===== src/rtl/sdr_burst_pkg.sv =====
package sdr_burst_pkg;

  localparam logic [2:0] BLC_1    = 3'd0;
  localparam logic [2:0] BLC_2    = 3'd1;
  localparam logic [2:0] BLC_4    = 3'd2;
  localparam logic [2:0] BLC_8    = 3'd3;
  localparam logic [2:0] BLC_PAGE = 3'd7;

  // log2 of the block size for fixed-length codes; unused codes map to 1 beat
  function automatic logic [1:0] blk_shift(input logic [2:0] code);
    case (code)
      BLC_2:   return 2'd1;
      BLC_4:   return 2'd2;
      BLC_8:   return 2'd3;
      default: return 2'd0;
    endcase
  endfunction

endpackage


===== src/rtl/sdr_burst_len_dec.sv =====
module sdr_burst_len_dec #(
  parameter int COL_W = 9
) (
  input  logic [2:0]       bl_code,
  input  logic             is_write,
  input  logic             write_single,
  input  logic             interleave,
  output logic [COL_W-1:0] mask,
  output logic             full_page,
  output logic             ilv_eff
);
  import sdr_burst_pkg::*;

  logic       single;
  logic [1:0] shift;

  always_comb begin
    single    = is_write && write_single;
    shift     = single ? 2'd0 : blk_shift(bl_code);
    full_page = !single && (bl_code == BLC_PAGE);
    ilv_eff   = interleave && !full_page;
  end

  // block mask: low ones up to the block size, all ones for a page
  for (genvar b = 0; b < COL_W; b++) begin : g_mask
    assign mask[b] = full_page || (b < int'(shift));
  end

endmodule


===== src/rtl/sdr_burst_seq_ctl.sv =====
module sdr_burst_seq_ctl #(
  parameter int COL_W = 9
) (
  input  logic             clk,
  input  logic             rst,
  input  logic             start,
  input  logic             stop,
  input  logic [COL_W-1:0] in_base,
  input  logic [COL_W-1:0] in_mask,
  input  logic             in_full,
  input  logic             in_ilv,
  output logic [COL_W-1:0] sel_base,
  output logic [COL_W-1:0] sel_mask,
  output logic [COL_W-1:0] sel_idx,
  output logic             sel_ilv,
  output logic             emit,
  output logic             emit_last,
  output logic             full_r,
  output logic [COL_W-1:0] mask_r
);

  logic             act_r;
  logic             ilv_r;
  logic [COL_W-1:0] base_r;
  logic [COL_W-1:0] idx_r;
  logic [COL_W-1:0] nxt_idx;
  logic             cur_last;

  always_comb begin
    nxt_idx  = idx_r + 1'b1;
    cur_last = act_r && !full_r && (idx_r == mask_r);
    sel_base = base_r;
    sel_mask = mask_r;
    sel_ilv  = ilv_r;
    sel_idx  = nxt_idx;
    emit      = 1'b0;
    emit_last = 1'b0;
    if (start) begin
      sel_base  = in_base;
      sel_mask  = in_mask;
      sel_ilv   = in_ilv;
      sel_idx   = '0;
      emit      = 1'b1;
      emit_last = !in_full && (in_mask == '0);
    end else if (act_r && !stop && !cur_last) begin
      emit      = 1'b1;
      emit_last = !full_r && (nxt_idx == mask_r);
    end
  end

  always_ff @(posedge clk) begin
    if (rst) begin
      act_r  <= 1'b0;
      ilv_r  <= 1'b0;
      full_r <= 1'b0;
      base_r <= '0;
      mask_r <= '0;
      idx_r  <= '0;
    end else begin
      act_r <= emit;
      if (start) begin
        base_r <= in_base;
        mask_r <= in_mask;
        full_r <= in_full;
        ilv_r  <= in_ilv;
        idx_r  <= '0;
      end else if (emit) begin
        idx_r <= nxt_idx;
      end
    end
  end

  // beat index of a fixed burst never leaves the block
  p_idx_in_block_r6: assert property (@(posedge clk) disable iff (rst)
    (act_r && !full_r) |-> ((idx_r & ~mask_r) == '0));

  // an index at the block end is never followed by another beat of the same burst
  p_end_halts_r6: assert property (@(posedge clk) disable iff (rst)
    (cur_last && !start) |=> !act_r);

endmodule


===== src/rtl/sdr_burst_addr_gen.sv =====
module sdr_burst_addr_gen #(
  parameter int COL_W = 9
) (
  input  logic [COL_W-1:0] base,
  input  logic [COL_W-1:0] mask,
  input  logic [COL_W-1:0] idx,
  input  logic             ilv,
  output logic [COL_W-1:0] addr
);

  logic [COL_W-1:0] sum;
  assign sum = base + idx;

  // inside the block: wrapped sum or xor; outside: start bits kept
  for (genvar b = 0; b < COL_W; b++) begin : g_bit
    assign addr[b] = !mask[b] ? base[b] : (ilv ? (base[b] ^ idx[b]) : sum[b]);
  end

endmodule


===== src/rtl/sdr_burst_col_gen.sv =====
module sdr_burst_col_gen #(
  parameter int COL_W = 9
) (
  input  logic             clk,
  input  logic             rst,
  input  logic             start,
  input  logic             is_write,
  input  logic [COL_W-1:0] start_col,
  input  logic [2:0]       bl_code,
  input  logic             interleave,
  input  logic             write_single,
  input  logic             stop,
  output logic             beat_valid,
  output logic [COL_W-1:0] beat_col,
  output logic             beat_last
);

  logic [COL_W-1:0] dec_mask;
  logic             dec_full;
  logic             dec_ilv;
  logic [COL_W-1:0] sel_base;
  logic [COL_W-1:0] sel_mask;
  logic [COL_W-1:0] sel_idx;
  logic             sel_ilv;
  logic             emit;
  logic             emit_last;
  logic             full_r;
  logic [COL_W-1:0] mask_r;
  logic [COL_W-1:0] nxt_col;

  sdr_burst_len_dec #(.COL_W(COL_W)) len_i (
    .bl_code      (bl_code),
    .is_write     (is_write),
    .write_single (write_single),
    .interleave   (interleave),
    .mask         (dec_mask),
    .full_page    (dec_full),
    .ilv_eff      (dec_ilv)
  );

  sdr_burst_seq_ctl #(.COL_W(COL_W)) ctl_i (
    .clk       (clk),
    .rst       (rst),
    .start     (start),
    .stop      (stop),
    .in_base   (start_col),
    .in_mask   (dec_mask),
    .in_full   (dec_full),
    .in_ilv    (dec_ilv),
    .sel_base  (sel_base),
    .sel_mask  (sel_mask),
    .sel_idx   (sel_idx),
    .sel_ilv   (sel_ilv),
    .emit      (emit),
    .emit_last (emit_last),
    .full_r    (full_r),
    .mask_r    (mask_r)
  );

  sdr_burst_addr_gen #(.COL_W(COL_W)) addr_i (
    .base (sel_base),
    .mask (sel_mask),
    .idx  (sel_idx),
    .ilv  (sel_ilv),
    .addr (nxt_col)
  );

  always_ff @(posedge clk) begin
    if (rst) begin
      beat_valid <= 1'b0;
      beat_last  <= 1'b0;
      beat_col   <= '0;
    end else begin
      beat_valid <= emit;
      beat_last  <= emit_last;
      if (emit) beat_col <= nxt_col;
    end
  end

  p_first_beat_r2: assert property (@(posedge clk) disable iff (rst)
    start |=> (beat_valid && beat_col == $past(start_col)));

  p_stay_in_block_r4: assert property (@(posedge clk) disable iff (rst)
    (beat_valid && $past(beat_valid) && !$past(start)) |->
      (((beat_col ^ $past(beat_col)) & ~mask_r) == '0));

  p_last_then_idle_r6: assert property (@(posedge clk) disable iff (rst)
    (beat_valid && beat_last && !start) |=> !beat_valid);

  p_page_no_last_r7: assert property (@(posedge clk) disable iff (rst)
    full_r |-> !beat_last);

  p_single_write_r8: assert property (@(posedge clk) disable iff (rst)
    (start && is_write && write_single) |=> (beat_valid && beat_last));

  p_stop_ends_r9: assert property (@(posedge clk) disable iff (rst)
    (stop && !start) |=> !beat_valid);

endmodule


===== config.mk =====
export PLATFORM = sky130hd
export DESIGN_NAME = sdr_burst_col_gen
export DESIGN_NICKNAME = d
export VERILOG_FILES = /design/src/rtl/sdr_burst_pkg.sv /design/src/rtl/sdr_burst_len_dec.sv /design/src/rtl/sdr_burst_seq_ctl.sv /design/src/rtl/sdr_burst_addr_gen.sv /design/src/rtl/sdr_burst_col_gen.sv
export SDC_FILE = /design/constraint.sdc
export NUM_CORES = 1
export LEC_CHECK = 0
export ABC_AREA = 1
export BUFFER_PORTS_ARGS = -buffer_cell sky130_fd_sc_hd__buf_2
export CORE_MARGIN = 4
export CORE_UTILIZATION = 30
export CTS_CLUSTER_DIAMETER = 80
export DETAILED_ROUTE_END_ITERATION = 12
export PLACE_DENSITY = 0.52
export SETUP_SLACK_MARGIN = 0.1
export SYNTH_ARGS = -nofsm -noshare
export SYNTH_HDL_FRONTEND = slang
export SYNTH_HIERARCHICAL = 1
export SYNTH_SLANG_ARGS = --single-unit

===== constraint.sdc =====
create_clock -name clk -period 8 [get_ports clk]
set_clock_uncertainty 0.2 [all_clocks]
set_input_delay 1.6 -clock clk [delete_from_list [all_inputs] [get_ports clk]]
set_output_delay 1.6 -clock clk [all_outputs]
set_load 0.05 [all_outputs]

### Word-level counts from Yosys, hierarchy flattened

Index checks and enable logic that the tools add are counted.

* bits in registers: 40
* input port bits: 19
* latch bits: 0
* memories: 0
* bits in read-only memories: 0
* memory bits (writable): 0
* logic and storage cells: 75

* multiply operators: 0
* muxes and demuxes: 28
* reductions and logical operators: 19
* divide/modulo/power cells: 0
* equal/unequal tests: 6
* add/subtract/negate cells: 2
* $lt $le $gt $ge: 3
* bitwise logic cells: 9
* shift-type cells: 0

Operator list (count)
* 9-bit 2-to-1 mux: 3
* 1-bit 2-to-1 mux: 23
* 9-bit == test: 2
* 9-bit by 1-bit adder with 9-bit output, second input constant: 1
* 9-bit adder: 1
* 1-bit logical AND: 9
* 9-bit logical NOT: 1
* 1-bit XOR: 9
* 3-bit by 2-bit == test with 1-bit output, second input constant: 2
* 2-bit case mux with 3 select lines: 1
* 1-bit logical NOT: 5
* 1-bit by 2-bit < comparator with 1-bit output, first input constant: 2
* 3-bit by 1-bit == test with 1-bit output, second input constant: 1
* 3-bit == test, second input constant: 1
* 1-bit logical OR: 3
* 2-bit < comparator, first input constant: 1
* 2-bit 2-to-1 mux: 1
* 2-bit OR reduction: 1

### Logic depth before layout (Yosys ltp)

Gate-level depths: netlist (run 1).

* depth in word-level cells: 8
* depth in mapped cells: 21
* mapped depth without buffers: 21

### Cells and area by module

Netlist (run 1), hierarchy kept.

Modules (own cells, without submodules)
* sdr_burst_seq_ctl: cells an instance 285, area each 1725.4 um^2, times used 1
* sdr_burst_addr_gen: cells an instance 94, area each 524.3 um^2, times used 1
* sdr_burst_col_gen: cells an instance 63, area each 439.2 um^2, times used 1
* sdr_burst_len_dec: cells an instance 21, area each 108.9 um^2, times used 1

### Worst setup path before layout (run 1)

No wires, ideal clock.

* path kind: input -> register
* from: in start
* to: reg beat_col[8]
* setup time: 0.115 ns
* data required time: 7.685 ns
* stages on the path: 17
* arrival time: 3.457 ns
* buffers on the path: 2
* path slack: 4.228 ns
* cells stage by stage: clkbuf_1 -> clkbuf_1 -> nor2_1 -> ha_1 -> fa_1 -> nand3_1 -> nand3_2 -> nand3_1 -> nand2_1 -> nand2_1 -> nand3_1 -> nand2_1 -> nand2_1 -> inv_1 -> nand2_1 -> nand2_1 -> nor2_1

* cells in the longest elaborated chain, start to end: 4

Ends and longest elaborated chain
* start, declared: line sdr_burst_col_gen.sv:6 `input logic start,`
* 9-bit 2-to-1 mux: line sdr_burst_seq_ctl.sv:38 `if (start) begin`
* named net sel_idx[0]: line sdr_burst_col_gen.sv:23 `logic [COL_W-1:0] sel_idx;`
* 9-bit adder: line sdr_burst_addr_gen.sv:12 `assign sum = base + idx;`
* 1-bit 2-to-1 mux (2 in series): line sdr_burst_addr_gen.sv:16 `assign addr[b] = !mask[b] ? base[b] : (ilv ? (base[b] ^ idx[b]) : sum[b]);`
* named net nxt_col[8]: line sdr_burst_col_gen.sv:29 `logic [COL_W-1:0] nxt_col;`
* end signal, assigned: line sdr_burst_col_gen.sv:76 `if (emit) beat_col <= nxt_col;`
* end, declared: line sdr_burst_col_gen.sv:14 `output logic [COL_W-1:0] beat_col,`

The timed path passes the listed nets, and every way through them passes these cells.
A chain may end at the register's enable or synchronous reset.

### Worst setup path after layout (run 1)

* from: in start
* to: reg beat_col[8]

* cells in the longest elaborated chain, start to end: 4

Ends and longest elaborated chain
* 9-bit 2-to-1 mux
* named net sel_base[5]: line sdr_burst_col_gen.sv:21 `logic [COL_W-1:0] sel_base;`
* 9-bit adder: line sdr_burst_addr_gen.sv:12
* 1-bit 2-to-1 mux (2 in series): line sdr_burst_addr_gen.sv:16
* named net nxt_col[8]: line sdr_burst_col_gen.sv:29

The timed path passes the listed nets, and every way through them passes these cells.

==> flow_summary.toml, run 1 <==
[logic_synthesis]
synthTopCellsByArea = "dfxtp_1 (29%), nand2_1 (22%), nor2_1 (8.6%), inv_1 (7.6%), a21oi_1 (6.4%)"
synth_area_sq_um = 2800
synth_nets = 492
netlist_instances = 463
ys_warn_count = 6
yosysSeqAreaShare = 0.293
synthDistinctLibCells = 32
synthDominantCellAreaShare = 0.293
ys_ff_latch = 41
yosysTopAreaCell = "dfxtp_1"
syn_area_per_cell_sq_um = 6.04

[worst_setup_path]
critPathMaxFanout = 32
start_kind = "primary input"
crit_type = "in -> reg"
endpoint_kind = "flip-flop"
crit_required_ns = 7.99
worst_ep_arrival_time_ns = 3.97

[global_route]
grt_use_total = 0.131
overflow = 0
grt_max_degree = 33
grt_pass1_vias = 2602
grt_pass1_wl_um = 11900
antenna_found_initial = 0

[detailed_routing]
drc_errors = 0
wl_um = 6760
wl_per_cell_um = 11.5
dr_total_vias = 2677
drt-initial-drc-count = 122
viasPerCell = 4.54
drt_pass1_iterations = 4
postRouteAntennaNets = 0

[sta]
min_period_ns = 3.97
tightest_slew_ns = 0.606
finalHoldViolCount = 0
fmax_mhz = 252
fin_tns_setup_ns = 0
setup_viol = 0
fin_ws_ns = 4.03
rsz0062_at_grt = "no"
finalCritPeriodShare = 0.497
relSlewSlack = 0.595
finalMaxSlewViolations = 0

[finish]
final_common_cell = "nand2_1"
nets = 510
syn2layout_area_growth_pct = 8.86
final_cell_mix = "nand2_1 (165), nor2_1 (64), inv_1 (57)"
post_route_cells_drive_above_1_share = 0.120
diodes = 0

[floorplan]
die_h_um = 105
dieArea_sq_um = 10900
rows = 34
start_util = 0.315
pin_count = 30
core_region_area_sq_um = 8890
die_w_um = 105

[placement]
port_buffers = 29
dp_hpwl_um = 5200
gp_congestion = 0.822
dp_worst_setup_slack_ns = 3.69

[flow_run]
cap_viol_max_count = 0

[clock_tree]
cts_resized = 0
cts_buffers = 5
cts.sinks = 41
clockRootBuffer = "clkbuf_8"
clkTransAtPathRegs_ns = 0.08
clkLatencyLatePin_ns = 0.29
clock_path_buffers = 2
postCtsSetupBuffers = 0
htree_num_levels = 2
ctsHoldBuffers = 0
cts_tree = "done"

[run_status]
status = "finished, final reports clean"

[power_and_ir_drop]
powerDensity_nw_per_um2 = 156
p_leak_nw = 1.60
ir_drop_mv = 0.0608

[hold_path]
hold_class = "reg -> reg"
cell type report:
class | count | area [sq um]
Clock buffer | 7 | 96.3
Clock inverter | 1 | 5.00
Fill cell | 1013 | 5850
Inverter | 64 | 240
Multi-Input combinational cell | 339 | 1600
Sequential cell | 41 | 821
Tap cell | 108 | 135
Timing Repair Buffer | 30 | 153
critical path, stage by stage:
cell,delay [ns]
buf_2,0.44
inv_1,0.27
buf_4,0.29
nand2_1,0.11
nand2_1,0.07
ha_1,0.36
nand2_1,0.09
nand2_1,0.06
nand2_1,0.06
nand2_1,0.05
nand2_2,0.06
nand2_1,0.05
nand2_1,0.07
nand3_1,0.07
nand2_1,0.06
nand2_1,0.04
inv_1,0.04
nand2_1,0.04
nand2_1,0.07
nor2_1,0.05
layer usage:
metal  track usage  vias up  routed length (um)
li1              -     1455                   -
met1         0.174     1181                3310
met2         0.223       36                3130
met3        0.0179        5                 231
met4        0.0366        0                  86
met5             0        -                   0
registers in the layout, indices dropped and copies added (netlist names):
register,cells
ctl_i/idx_r,9
beat_last,1
ctl_i/mask_r,9
ctl_i/full_r,1
beat_col,9
ctl_i/ilv_r,1
ctl_i/act_r,1
ctl_i/base_r,9
beat_valid,1
worst paths after layout:
kind	startpoint	end	slack [ns]	cells after the start
setup / recovery	start	beat_col[8]$_SDFFE_PP0P_	4.03	20
hold / removal	beat_col[5]$_SDFFE_PP0P_	beat_col[5]$_SDFFE_PP0P_	0.27	2
setup reg to reg	ctl_i/idx_r[0]$_SDFFE_PP0P_	beat_col[8]$_SDFFE_PP0P_	5.24	20
hold reg to reg	beat_col[5]$_SDFFE_PP0P_	beat_col[5]$_SDFFE_PP0P_	0.27	2
power breakdown:
group          internal [mW]  switching [mW]
registers              0.214         0.00513
logic                 0.0307          0.0695
clock network         0.0782          0.0785
total                  0.323           0.153
synthesized netlist by cell type (all sizes together):
library cell,count
dfxtp,41
nand2,170
nor4,1
nand4,4
clkbuf,7
nand3b,2
o21ai,6
fa,1
clkinv,2
nor3,2
xnor2,1
a211oi,3
inv,62
ha,9
buf,12
nor2,68
a31oi,1
a21oi,36
xor2,9
mux2,1
o211ai,1
nand3,23
o21bai,1
metrics by stage:
step                      total power [mW]  hold slack (ns)  instances  area [sq um]   util
after floorplan                      0.305            0.247        463          2800      -
after global placement               0.325            0.253        582          2940  0.331
after detailed placement             0.325            0.260        582          2940  0.331
after CTS                            0.481            0.273        590          3050  0.343
after global routing                 0.503            0.299        590          3050  0.343
final                                0.476            0.269        590          3050  0.343
logic make-up (layout without fill, tap and decap cells):
family                     after synthesis  in the layout  share of synthesized area
muxes                                    1              1                    0.00402
AOI/OAI and AO/OA                       48             48                     0.0935
xor gates and xnor gates                10             10                     0.0313
and+or+nand+nor                        270            270                      0.394
buffers and inverters                   83            102                      0.136
DFF                                     41             41                      0.293
adders and majority gates               10             10                     0.0474
(Power assumes the default switching activity.)
==> run 2, diff against run 1 <==
==> constraint.sdc (replaced) <==
create_clock -name clk -period 4 [get_ports clk]
set_clock_uncertainty 0.2 [all_clocks]
set_input_delay 0.8 -clock clk [delete_from_list [all_inputs] [get_ports clk]]
set_output_delay 0.8 -clock clk [all_outputs]
set_load 0.05 [all_outputs]
==> flow_summary.toml, run 2 (synthesized netlist as in run 1, its figures left out) <==
[placement]
gp_congestion = 0.842
placed_area_sq_um = 2950
port_buffers = 29
dp_hpwl_um = 5480

[clock_tree]
clkTransAtPathRegs_ns = 0.09
htree_num_levels = 2
cts.sinks = 41
clockRootBuffer = "clkbuf_8"
postCtsSetupBuffers = 0
clock_path_buffers = 2
cts_resized = 0
cts_tree = "done"
ctsHoldBuffers = 0
clkLatencyLatePin_ns = 0.29
cts_buffers = 5

[sta]
finalCritPeriodShare = 0.730
tightest_slew_ns = 0.616
relSlewSlack = 0.588
setup_viol = 0
fin_tns_setup_ns = 0
finalMaxSlewViolations = 0
rsz0062_at_grt = "no"
finalHoldViolCount = 0
min_period_ns = 2.92
fmax_mhz = 342

[floorplan]
die_h_um = 105
start_util = 0.315
rows = 34
die_w_um = 105
core_region_area_sq_um = 8890
pin_count = 30
dieArea_sq_um = 10900

[worst_setup_path]
critPathMaxFanout = 18
critPathTopFamily = "simple AND/OR/NAND/NOR gates"
timing.rr.start = "ctl_i/idx_r[0]$_SDFFE_PP0P_"
crit_required_ns = 4.00
endpoint_kind = "flip-flop"
slowest_delay_ns = 0.40
crit_path_top_delay_cell = "fa_1"
worst_ep_arrival_time_ns = 2.92
crit_type = "in -> reg"
start_kind = "primary input"
crit_path_cell_trace = "buf_2, inv_1, nand2_1, nand2_1, ha_1, fa_1, nand3_1, nand3_2, nand3_1, nand2_1, nand2_1, nand3_1, nand2_1, nand2_1, inv_1, nand2_1, nand2_1, nor2_1"
startpoint = "start"
path_buf_inv = 3
rrSetupSlack_ns = 1.19
crit_top_cell = "nand2_1"

[detailed_routing]
dr_total_vias = 2677
drc_errors = 0
wl_per_cell_um = 12.0
drt-initial-drc-count = 126
drt_pass1_iterations = 4
viasPerCell = 4.53
wl_um = 7120
postRouteAntennaNets = 0

[global_route]
grt_max_degree = 26
grt_pass1_wl_um = 12000
grt_use_total = 0.134
overflow = 0
antenna_found_initial = 0
grt_pass1_vias = 2505

[power_and_ir_drop]
ir_drop_mv = 0.135
power.share.sequential = 0.475
p_leak_nw = 1.59
powerDensity_nw_per_um2 = 304
p_clk_frac = 0.303
p_total_mw = 0.924
p_sw_frac = 0.338
p_int_mw = 0.612
p_switching_mw = 0.312
pwr-share-comb = 0.222

[hold_path]
hold_class = "reg -> reg"
worstHoldStart = "beat_col[7]$_SDFFE_PP0P_"

[finish]
syn2layout_area_growth_pct = 8.59
multi_input_area_sq_um = 1600
diodes = 0
post_route_cells_drive_above_1_share = 0.122
num-fill-cells = 992
nets = 511
final_cell_area_sq_um = 3040
final_cell_mix = "nand2_1 (165), nor2_1 (64), inv_1 (57)"
seq_area_sq_um = 821
final_common_cell = "nand2_1"

[flow_run]
cap_viol_max_count = 0

[run_status]
status = "finished, final reports clean"
==> run 2: cell types whose count changed in the layout (fill, tap and decap cells not counted) <==
cell,before,now
clkinvlp_4,0,1
buf_4,1,2
clkinv_2,1,2
clkbuf_8,7,5
==> run 2: metrics by stage <==
stage	hold slack [ns]	setup WS, ns	std cells	util
global placement	0.252	0.809	583	0.332
CTS	0.272	1.07	591	0.342
global route	0.298	0.793	591	0.342
finish	0.269	1.08	591	0.342
floorplan	0.247	1.03	463	-
detailed placement	0.260	0.752	583	0.332
==> run 2: area by class of cell <==
cell class                      count  share of cell area
Clock buffer                        5              0.0227
Clock inverter                      3             0.00577
Inverter                           64              0.0791
Multi-Input combinational cell    339               0.525
Sequential cell                    41               0.270
Tap cell                          108              0.0445
Timing Repair Buffer               31              0.0527
==> run 2: worst paths after layout <==
check,end,cells past startpoint
hold reg to reg,beat_col[7]$_SDFFE_PP0P_,2
setup reg to reg,beat_col[8]$_SDFFE_PP0P_,20
hold / removal,beat_col[7]$_SDFFE_PP0P_,2
setup / recovery,beat_col[8]$_SDFFE_PP0P_,18
==> run 2: layer usage <==
metal  vias up  track usage  part of all wire
li1       1461            -                 -
met1      1171        0.186              0.50
met2        43        0.217              0.44
met3         2       0.0222             0.049
met4         0       0.0347            0.0076
met5         -            0                 0
==> run 2: worst register-to-register path, stage by stage, from the launching register on <==
cell,delay (ns)
dfxtp_1,0.46
ha_1,0.25
nand3_2,0.15
o21ai_0,0.24
nand2_1,0.15
nor2_1,0.15
ha_1,0.31
nand2_1,0.10
inv_1,0.04
nand2_1,0.05
nand2_1,0.06
nand2_2,0.06
nand2_1,0.05
nand2_1,0.07
nand3_1,0.06
nand2_1,0.06
nand2_1,0.04
inv_1,0.04
nand2_1,0.04
nand2_1,0.08
nor2_1,0.04
==> run 2: power groups by stage <==
| stage | logic, mW | clock network [mW] | registers [mW] |
|---|---|---|---|
| 3_3_place_gp | 0.204 | 0 | 0.448 |
| 2_1_floorplan | 0.132 | 0 | 0.479 |
| 4_1_cts | 0.207 | 0.289 | 0.439 |
| 5_1_grt | 0.233 | 0.309 | 0.441 |
| 6_report | 0.205 | 0.280 | 0.438 |
| 3_5_place_dp | 0.206 | 0 | 0.448 |
==> run 3, diff against run 2 <==
==> constraint.sdc (replaced) <==
create_clock -name clk -period 2.8 [get_ports clk]
set_clock_uncertainty 0.2 [all_clocks]
set_input_delay 0.56 -clock clk [delete_from_list [all_inputs] [get_ports clk]]
set_output_delay 0.56 -clock clk [all_outputs]
set_load 0.05 [all_outputs]
==> flow_summary.toml, run 3 (synthesized netlist as in run 1, its figures left out) <==
[run_status]
status = "finished, final reports clean"

[finish]
syn2layout_area_growth_pct = 14.9
final_common_cell = "nand2_1"
final_cell_area_sq_um = 3210
final_cell_mix = "nand2_1 (165), nor2_1 (60), inv_1 (56)"
diodes = 0
nets = 522
post_route_cells_drive_above_1_share = 0.176

[clock_tree]
ctsHoldBuffers = 0
cts_buffers = 5
clkTransAtPathRegs_ns = 0.08
clockRootBuffer = "clkbuf_8"
clock_path_buffers = 2
htree_num_levels = 2
cts.sinks = 41
cts_tree = "done"
clkLatencyLatePin_ns = 0.29

[placement]
gp_congestion = 0.882
port_buffers = 29
dp_hpwl_um = 5390
placed_area_sq_um = 3030
dp_worst_setup_slack_ns = 0.0722

[worst_setup_path]
rrSetupSlack_ns = 0.31
worst_ep_arrival_time_ns = 2.48
critPathTopFamily = "simple AND/OR/NAND/NOR gates"
crit_path_top_delay_cell = "dfxtp_2"
timing.rr.start = "ctl_i/idx_r[0]$_SDFFE_PP0P_"
r2r.worst_path.cells = 20
crit_top_cell = "nand2_1"
crit_type = "reg -> reg"
path_buf_inv = 2
start_kind = "flip-flop"
crit_required_ns = 2.79
crit_path_cell_trace = "ha_2, nand3_2, o21ai_2, nand2_1, nor2_2, ha_4, nand2_1, inv_1, nand2_1, nand2_1, nand2_2, nand2_1, nand2_1, nand3_1, nand2_1, nand2_1, inv_1, nand2_1, nand2_1, nor2_1"
worstReg2RegEnd = "beat_col[8]$_SDFFE_PP0P_"
endpoint_kind = "flip-flop"
slowest_delay_ns = 0.36
critPathMaxFanout = 5

[detailed_routing]
drt-initial-drc-count = 100
postRouteAntennaNets = 0
viasPerCell = 4.51
wl_um = 6910
drt_pass1_iterations = 4
wl_per_cell_um = 11.5
dr_total_vias = 2709
drc_errors = 0

[sta]
fin_tns_setup_ns = 0
finalCritPeriodShare = 0.888
min_period_ns = 2.49
relSlewSlack = 0.653
fin_ws_ns = 0.313
rsz0062_at_grt = "no"
setup_viol = 0
finalHoldViolCount = 0
finalMaxSlewViolations = 0
fmax_mhz = 402
tightest_slew_ns = 0.519

[global_route]
antenna_found_initial = 0
grt_pass1_wl_um = 11800
grt_pass1_vias = 2568
overflow = 0
grt_use_total = 0.129
grt_max_degree = 26

[hold_path]
worstHoldStart = "ctl_i/base_r[1]$_SDFF_PP0_"
hold_class = "reg -> reg"
hold_path_depth = 2
hold_end = "ctl_i/base_r[1]$_SDFF_PP0_"

[power_and_ir_drop]
powerDensity_nw_per_um2 = 434
ir_drop_mv = 0.191
p_leak_nw = 1.66
p_total_mw = 1.40

[floorplan]
die_h_um = 105
dieArea_sq_um = 10900
core_region_area_sq_um = 8890
die_w_um = 105
pin_count = 30
start_util = 0.315
rows = 34

[flow_run]
cap_viol_max_count = 0
[run 3: cell types whose count changed in the layout (fill, tap and decap cells not counted), moves of 2 or more]
cell     previous run  this run
buf_4               2        13
dfxtp_1            41        35
nor2_2              4         7
xor2_1              9         7
ha_4                0         2
dfxtp_2             0         5
xor2_2              0         2
nor2_1             64        60
ha_1                9         6
[run 3: layer usage]
layer | global-route usage | wire [um] | vias to the layer above
met5 | 0 | 0 | -
met2 | 0.210 | 3110 | 37
met1 | 0.177 | 3460 | 1188
met4 | 0.0384 | 87 | 0
li1 | - | - | 1480
met3 | 0.0210 | 258 | 4
[run 3: layout make-up]
type	instances	area, sq um
Timing Repair Buffer	42	243
Inverter	64	240
Tap cell	108	135
Clock buffer	5	68.8
Fill cell	995	5680
Clock inverter	2	35.0
Multi-Input combinational cell	339	1660
Sequential cell	41	831
[run 3: timing repair]
action	4_1_cts	5_1_grt
resized for setup	0	21
endpoints found under the setup margin	0	4
buffers inserted	0	1
[run 3: where the power goes]
group / switching (mW) / leakage, nW / internal (mW)
clock: 0.213 / 0.0540 / 0.260
combinational: 0.201 / 1.26 / 0.0977
sequential: 0.0138 / 0.339 / 0.611
total: 0.428 / 1.66 / 0.969
[run 3: worst min-delay path: cells and delay by family, from the launching register on]
| family | cells | cell delay, ns |
|---|---|---|
| AO/OA/AOI/OAI | 1 | 0.05 |
| flip-flops | 1 | 0.30 |
| AND/OR/NAND/NOR | 1 | 0.07 |
[run 3: stage by stage]
| step | utilization | std cells | hold WS (ns) |
|---|---|---|---|
| finish | 0.362 | 601 | 0.271 |
| detailed placement | 0.340 | 593 | 0.261 |
| floorplan | - | 463 | 0.247 |
| global route | 0.362 | 601 | 0.292 |
| global placement | 0.340 | 593 | 0.254 |
| CTS | 0.352 | 600 | 0.274 |
[run 3: worst max path at each step]
| stage | from | end | slack, ns | depth (start not counted) |
|---|---|---|---|---|
| after floorplan | start | beat_col[8]$_SDFFE_PP0P_ | 0.15 | 17 |
| after global placement | start | beat_col[8]$_SDFFE_PP0P_ | 0.12 | 18 |
| after detailed placement | start | beat_col[8]$_SDFFE_PP0P_ | 0.07 | 18 |
| after CTS | ctl_i/idx_r[0]$_SDFFE_PP0P_ | beat_col[8]$_SDFFE_PP0P_ | 0.16 | 20 |
| after global routing | ctl_i/idx_r[0]$_SDFFE_PP0P_ | beat_col[8]$_SDFFE_PP0P_ | 0.10 | 20 |
| final | ctl_i/idx_r[0]$_SDFFE_PP0P_ | beat_col[8]$_SDFFE_PP0P_ | 0.31 | 20 |
